[src/rtl/gei_pkg.sv]
// Shared constants for the edge interrupt cause unit: register offsets and widths.
package gei_pkg;
    localparam int REG_AW = 8;
    localparam int REG_DW = 32;

    localparam logic [REG_AW-1:0] OFF_RISE_EN = 8'h44;
    localparam logic [REG_AW-1:0] OFF_FALL_EN = 8'h48;
    localparam logic [REG_AW-1:0] OFF_PENDING = 8'h80;
    localparam logic [REG_AW-1:0] OFF_EVT_EN  = 8'h94;
    localparam logic [REG_AW-1:0] OFF_CLEAR   = 8'h98;
endpackage

[src/rtl/gei_sync.sv]
// Multi-flop synchronizer for a pin vector. It also keeps the synchronized value
// from the previous clock. Assumes each pin changes slowly compared with clk.
module gei_sync #(
    parameter int W      = 32,
    parameter int STAGES = 2
) (
    input  logic         clk,
    input  logic         rst_n,
    input  logic [W-1:0] d,
    output logic [W-1:0] q_now,
    output logic [W-1:0] q_prev
);
    localparam int LAST = STAGES - 1;

    logic [W-1:0] chain [STAGES];
    logic [W-1:0] prev_q;

    // Shift the raw pins through the synchronizer chain.
    always_ff @(posedge clk) begin
        if (!rst_n) begin
            for (int i = 0; i < STAGES; i++) chain[i] <= '0;
        end else begin
            chain[0] <= d;
            for (int i = 1; i < STAGES; i++) chain[i] <= chain[i-1];
        end
    end

    // Keep the last synchronized value for edge comparison.
    always_ff @(posedge clk) begin
        if (!rst_n) prev_q <= '0;
        else        prev_q <= chain[LAST];
    end

    assign q_now  = chain[LAST];
    assign q_prev = prev_q;
endmodule

[src/rtl/gei_edge.sv]
// Per-pin transition qualifier. It compares the current and previous synchronized
// levels against the low-to-high and high-to-low masks. Purely combinational.
module gei_edge #(
    parameter int W = 32
) (
    input  logic [W-1:0] now_lvl,
    input  logic [W-1:0] prev_lvl,
    input  logic [W-1:0] rise_en,
    input  logic [W-1:0] fall_en,
    output logic [W-1:0] edge_hit
);
    for (genvar g = 0; g < W; g++) begin : g_pin
        logic went_up, went_down;
        // Classify the transition of pin g, then qualify it with its masks.
        assign went_up     = now_lvl[g] & ~prev_lvl[g];
        assign went_down   = ~now_lvl[g] & prev_lvl[g];
        assign edge_hit[g] = (went_up & rise_en[g]) | (went_down & fall_en[g]);
    end
endmodule

[src/rtl/gei_cause.sv]
// Sticky cause store. Qualified edges set bits and a write-one clear resets them.
// An edge arriving in the same cycle as a clear takes priority.
module gei_cause #(
    parameter int W = 32
) (
    input  logic         clk,
    input  logic         rst_n,
    input  logic [W-1:0] edge_hit,
    input  logic         clr_en,
    input  logic [W-1:0] clr_mask,
    output logic [W-1:0] cause
);
    logic [W-1:0] cause_q;
    logic [W-1:0] clr_eff;

    // Apply the clear mask only while a clear write is active.
    assign clr_eff = clr_en ? clr_mask : '0;

    // Clear first, then OR in new edges so that edges win.
    always_ff @(posedge clk) begin
        if (!rst_n) cause_q <= '0;
        else        cause_q <= (cause_q & ~clr_eff) | edge_hit;
    end

    assign cause = cause_q;
endmodule

[src/rtl/gpio_edge_irq.sv]
// Edge interrupt cause unit for a GPIO bank. It holds the three masks, decodes
// register reads and writes, and registers the combined interrupt line.
// Assumes single-cycle write strobes and a combinational read of reg_addr.
module gpio_edge_irq
    import gei_pkg::*;
#(
    parameter int NPINS       = REG_DW,
    parameter int SYNC_STAGES = 2
) (
    input  logic              clk,
    input  logic              rst_n,
    input  logic [REG_AW-1:0] reg_addr,
    input  logic              reg_wen,
    input  logic [REG_DW-1:0] reg_wdata,
    output logic [REG_DW-1:0] reg_rdata,
    input  logic [NPINS-1:0]  pin_in,
    output logic              irq_out
);
    localparam int PAD = REG_DW - NPINS;

    logic [NPINS-1:0] rise_en_q, fall_en_q, evt_en_q;
    logic [NPINS-1:0] lvl_now, lvl_prev;
    logic [NPINS-1:0] edge_hit;
    logic [NPINS-1:0] cause_q;
    logic [NPINS-1:0] pending;
    logic             clr_wr;
    logic             irq_q;

    gei_sync #(.W(NPINS), .STAGES(SYNC_STAGES)) u_sync (
        .clk    (clk),
        .rst_n  (rst_n),
        .d      (pin_in),
        .q_now  (lvl_now),
        .q_prev (lvl_prev)
    );

    gei_edge #(.W(NPINS)) u_edge (
        .now_lvl  (lvl_now),
        .prev_lvl (lvl_prev),
        .rise_en  (rise_en_q),
        .fall_en  (fall_en_q),
        .edge_hit (edge_hit)
    );

    assign clr_wr = reg_wen && (reg_addr == OFF_CLEAR);

    gei_cause #(.W(NPINS)) u_cause (
        .clk      (clk),
        .rst_n    (rst_n),
        .edge_hit (edge_hit),
        .clr_en   (clr_wr),
        .clr_mask (reg_wdata[NPINS-1:0]),
        .cause    (cause_q)
    );

    // Write the three mask registers.
    always_ff @(posedge clk) begin
        if (!rst_n) begin
            rise_en_q <= '0;
            fall_en_q <= '0;
            evt_en_q  <= '0;
        end else if (reg_wen) begin
            case (reg_addr)
                OFF_RISE_EN: rise_en_q <= reg_wdata[NPINS-1:0];
                OFF_FALL_EN: fall_en_q <= reg_wdata[NPINS-1:0];
                OFF_EVT_EN:  evt_en_q  <= reg_wdata[NPINS-1:0];
                default: ;
            endcase
        end
    end

    assign pending = cause_q & evt_en_q;

    // Read mux; zero-extends when the bank is narrower than the bus.
    always_comb begin
        reg_rdata = '0;
        case (reg_addr)
            OFF_RISE_EN: reg_rdata = REG_DW'({{PAD{1'b0}}, rise_en_q});
            OFF_FALL_EN: reg_rdata = REG_DW'({{PAD{1'b0}}, fall_en_q});
            OFF_EVT_EN:  reg_rdata = REG_DW'({{PAD{1'b0}}, evt_en_q});
            OFF_PENDING: reg_rdata = REG_DW'({{PAD{1'b0}}, pending});
            default:     reg_rdata = '0;
        endcase
    end

    // Register the OR of pending causes so the shared line cannot glitch.
    always_ff @(posedge clk) begin
        if (!rst_n) irq_q <= 1'b0;
        else        irq_q <= |pending;
    end

    assign irq_out = irq_q;
endmodule

[config.mk]
export PLATFORM = sky130hd
export DESIGN_NAME = gpio_edge_irq
export DESIGN_NICKNAME = d
export VERILOG_FILES = /design/src/rtl/gei_pkg.sv /design/src/rtl/gei_sync.sv /design/src/rtl/gei_edge.sv /design/src/rtl/gei_cause.sv /design/src/rtl/gpio_edge_irq.sv
export SDC_FILE = /design/constraint.sdc
export NUM_CORES = 1
export LEC_CHECK = 0
export CAP_MARGIN = 15
export CORE_MARGIN = 2
export CORE_UTILIZATION = 55
export DETAILED_ROUTE_END_ITERATION = 7
export DONT_BUFFER_PORTS = 1
export PLACE_DENSITY = 0.69
export SLEW_MARGIN = 20
export SYNTH_ARGS = -nofsm -noshare
export SYNTH_HDL_FRONTEND = slang
export SYNTH_HIERARCHICAL = 1
export SYNTH_SLANG_ARGS = --single-unit
[constraint.sdc]
create_clock -name clk -period 2.7 [get_ports clk]
set_input_delay 0.135 -clock clk [delete_from_list [all_inputs] [get_ports clk]]
set_output_delay 0.135 -clock clk [all_outputs]
set_load 0.05 [all_outputs]
==> results_dict.tcl <==
set metrics [dict create \
    rsz0062_at_grt "no" \
    critPathArrivalTime_ps 2010 \
    cp_slowest_stage_delay_ps 1050 \
    peakVddDrop_v 0.000612 \
    r2r_setup_slack_ps 1110 \
    final_nets 1227 \
    multi_input_comb_area_um2 4270 \
    layout-drive-gt1-share 0.163 \
    placed_area_um2 10100 \
    whs_path_depth 4 \
    period_share 0.794 \
    routedWlPerCell_um 17.8 \
    cts-buffers-inserted 24 \
    max_freq_ghz 0.466 \
    async_flop_share 0 \
    worstHoldPathType "primary input to flip-flop" \
    gr-usage-all-layers 0.266 \
    design_area_um2 12000 \
    syn_to_final_growth_pct 24.4 \
    slew_violations 0 \
    core_area_um2 17200 \
    hold_viol_final 0 \
    worst_r2r_endpoint "irq_out" \
    std_cell_rows 48 \
    grt_pass1_wl_um 39200 \
    power.density_nw_per_um2 588 \
    reg2reg_depth 4 \
    min_from "reg_wen" \
    crit_type "primary input to primary output" \
    die_h_um 136 \
    vias 7710 \
    ys_types 34 \
    gp_congestion 0.792 \
    ios 108 \
    synthCells 1063 \
    synth_edf_count 0 \
    diodes 0 \
    cts_tree "yes" \
    cts_max_level 1 \
    p_leak_nw 4.16 \
    cts_resized 0 \
    antenna_left 0 \
    whs_ps 81.7 \
    filler_cell_count 1333 \
    postSynthAreaPerCell_um2 9.06 \
    die_area_um2 18600 \
    critPathLaunchType "primary input" \
    root_buffer "clkbuf_16" \
    synth-seq-area-share 0.468 \
    place_inst 1244 \
    antenna_found_initial 0 \
    synth-seq-cells 225 \
    regToRegStartpoint "u_cause/cause[29]" \
    setup_viol 0 \
    status "complete, no violations" \
    maxCapViolCount 0 \
    clock_sinks 225 \
    synth_nets 1138 \
    fin_crit_ps 2140 \
    io_buffer_count 0 \
    ctsLongestPathBuffers 3 \
    clkLatencyLatePin_ps 520 \
    grt_overflow_total 0 \
    regArea_um2 4500 \
    finClkSkew_ps 19.5 \
    tns_ps 0 \
    cpMaxStageDelayCell "or4b_2" \
    path_max_fanout 20 \
    yosys_warnings 6 \
    hpwl_um 14300 \
    routed_wirelength_um 24900 \
    grt_pass1_vias 7552 \
    worstMarginPinSlew_ps 783 \
    grt_max_degree 184 \
    cp.required_ps 2570 \
    initial_core_util 0.559 \
    worst_setup_path_end_kind "primary output" \
    die_w_um 136 \
    relSlewSlack 0.478 \
    viasPerCell 5.53 \
    synthFlopType "dfxtp_1" \
    drt_iter0_drc 678 \
    path_cells "or4b_2 -> buf_4 -> o22ai_2 -> buf_12" \
    final_util 0.695 \
    clk_pin_slew_ps 60 \
    synth_area_um2 9630 \
    drt_pass1_iterations 5 \
    route.detailed.drc 0 \
    final_cells 1394 \
    hold-path-endpoint "rise_en_q[27]" \
]
where the power goes:
part	internal, mW	leakage, nW	total, mW	switching (mW)
clock	2.05	0.415	3.39	1.33
sequential	3.38	1.83	3.41	0.0276
combinational	0.143	1.92	0.255	0.112
cells in the final DEF, fill, tap and decap left out, drive strengths merged, types with 2 or more instances in the layout:
master,instances
nand2,225
dfxtp,225
dlygate4sd3,106
and2,97
a21boi,96
o21ai,64
inv,63
buf,53
a22oi,43
a31oi,32
nand3b,32
a21oi,31
o22ai,31
clkbuf,31
clkinv,9
nand3,8
and3,4
a22o,3
bufinv,3
nor4b,3
a221oi,2
nand4,2
worst max-delay path: cells and delay by family:
| kind | cells | cell delay [ps] |
|---|---|---|
| AO/OA/AOI/OAI | 1 | 260 |
| buffers and inverters | 2 | 550 |
| AND/OR/NAND/NOR | 1 | 1050 |
sequential cells by signal, indices dropped and copies added (netlist names):
name,cells
evt_en_q,32
fall_en_q,32
irq_out,1
rise_en_q,32
u_cause/cause,32
u_sync/chain,64
u_sync/q_prev,32
kinds of logic after synthesis:
logic type	Yosys count	synth area share
AND/OR/NAND/NOR	376	0.196
AO/OA/AOI/OAI	303	0.247
flip-flops	225	0.468
buffers and inverters	159	0.0892
metal layers:
metal	track usage	part of all wire	wire, um
met5	0	0	0
met1	0.356	0.43	10700
met2	0.448	0.48	11900
met4	0.0741	0.025	630
met3	0.0414	0.067	1670
synthesized netlist by cell type, types with 8 or more instances:
cell,number,area share
a21oi_2,29,0.026
and2_1,97,0.063
buf_2,17,0.0088
nand3b_1,32,0.025
o22ai_2,29,0.038
o21ai_2,32,0.029
a21boi_1,90,0.070
a22oi_1,43,0.034
buf_6,15,0.018
clkbuf_1,28,0.011
nand3_1,8,0.0042
inv_1,63,0.025
nand2_1,225,0.088
a31oi_1,32,0.021
buf_4,34,0.026
o21ai_0,32,0.017
dfxtp_1,225,0.47
metrics by stage:
step | worst slack, ps | total power, mW
global placement | 596 | 3.58
detailed placement | 577 | 3.59
floorplan | 670 | 3.62
CTS | 577 | 7.10
global route | 535 | 7.27
finish | 556 | 7.05
worst max-delay path by stage:
stage | startpoint | endpoint | slack (ps)
after floorplan | reg_addr[5] | reg_rdata[5] | 670
after global placement | reg_addr[5] | reg_rdata[2] | 600
after detailed placement | reg_addr[5] | reg_rdata[1] | 580
final | reg_addr[5] | reg_rdata[23] | 560
after global routing | reg_addr[5] | reg_rdata[23] | 530
after CTS | reg_addr[5] | reg_rdata[1] | 580
area by class of cell:
class	count	share of cell area
flip-flops and latches	225	0.376
multi-input cells	679	0.356
repair buffers	159	0.156
clock buffers	31	0.0565
well taps	225	0.0235
inverters	63	0.0197
clock inverters	12	0.0122
what timing repair did:
action	CTS	global route
endpoints found under the hold margin	225	0
setup buffers	0	0
hold buffers	107	0
No activity file was read; power rests on OpenSTA's default activity.
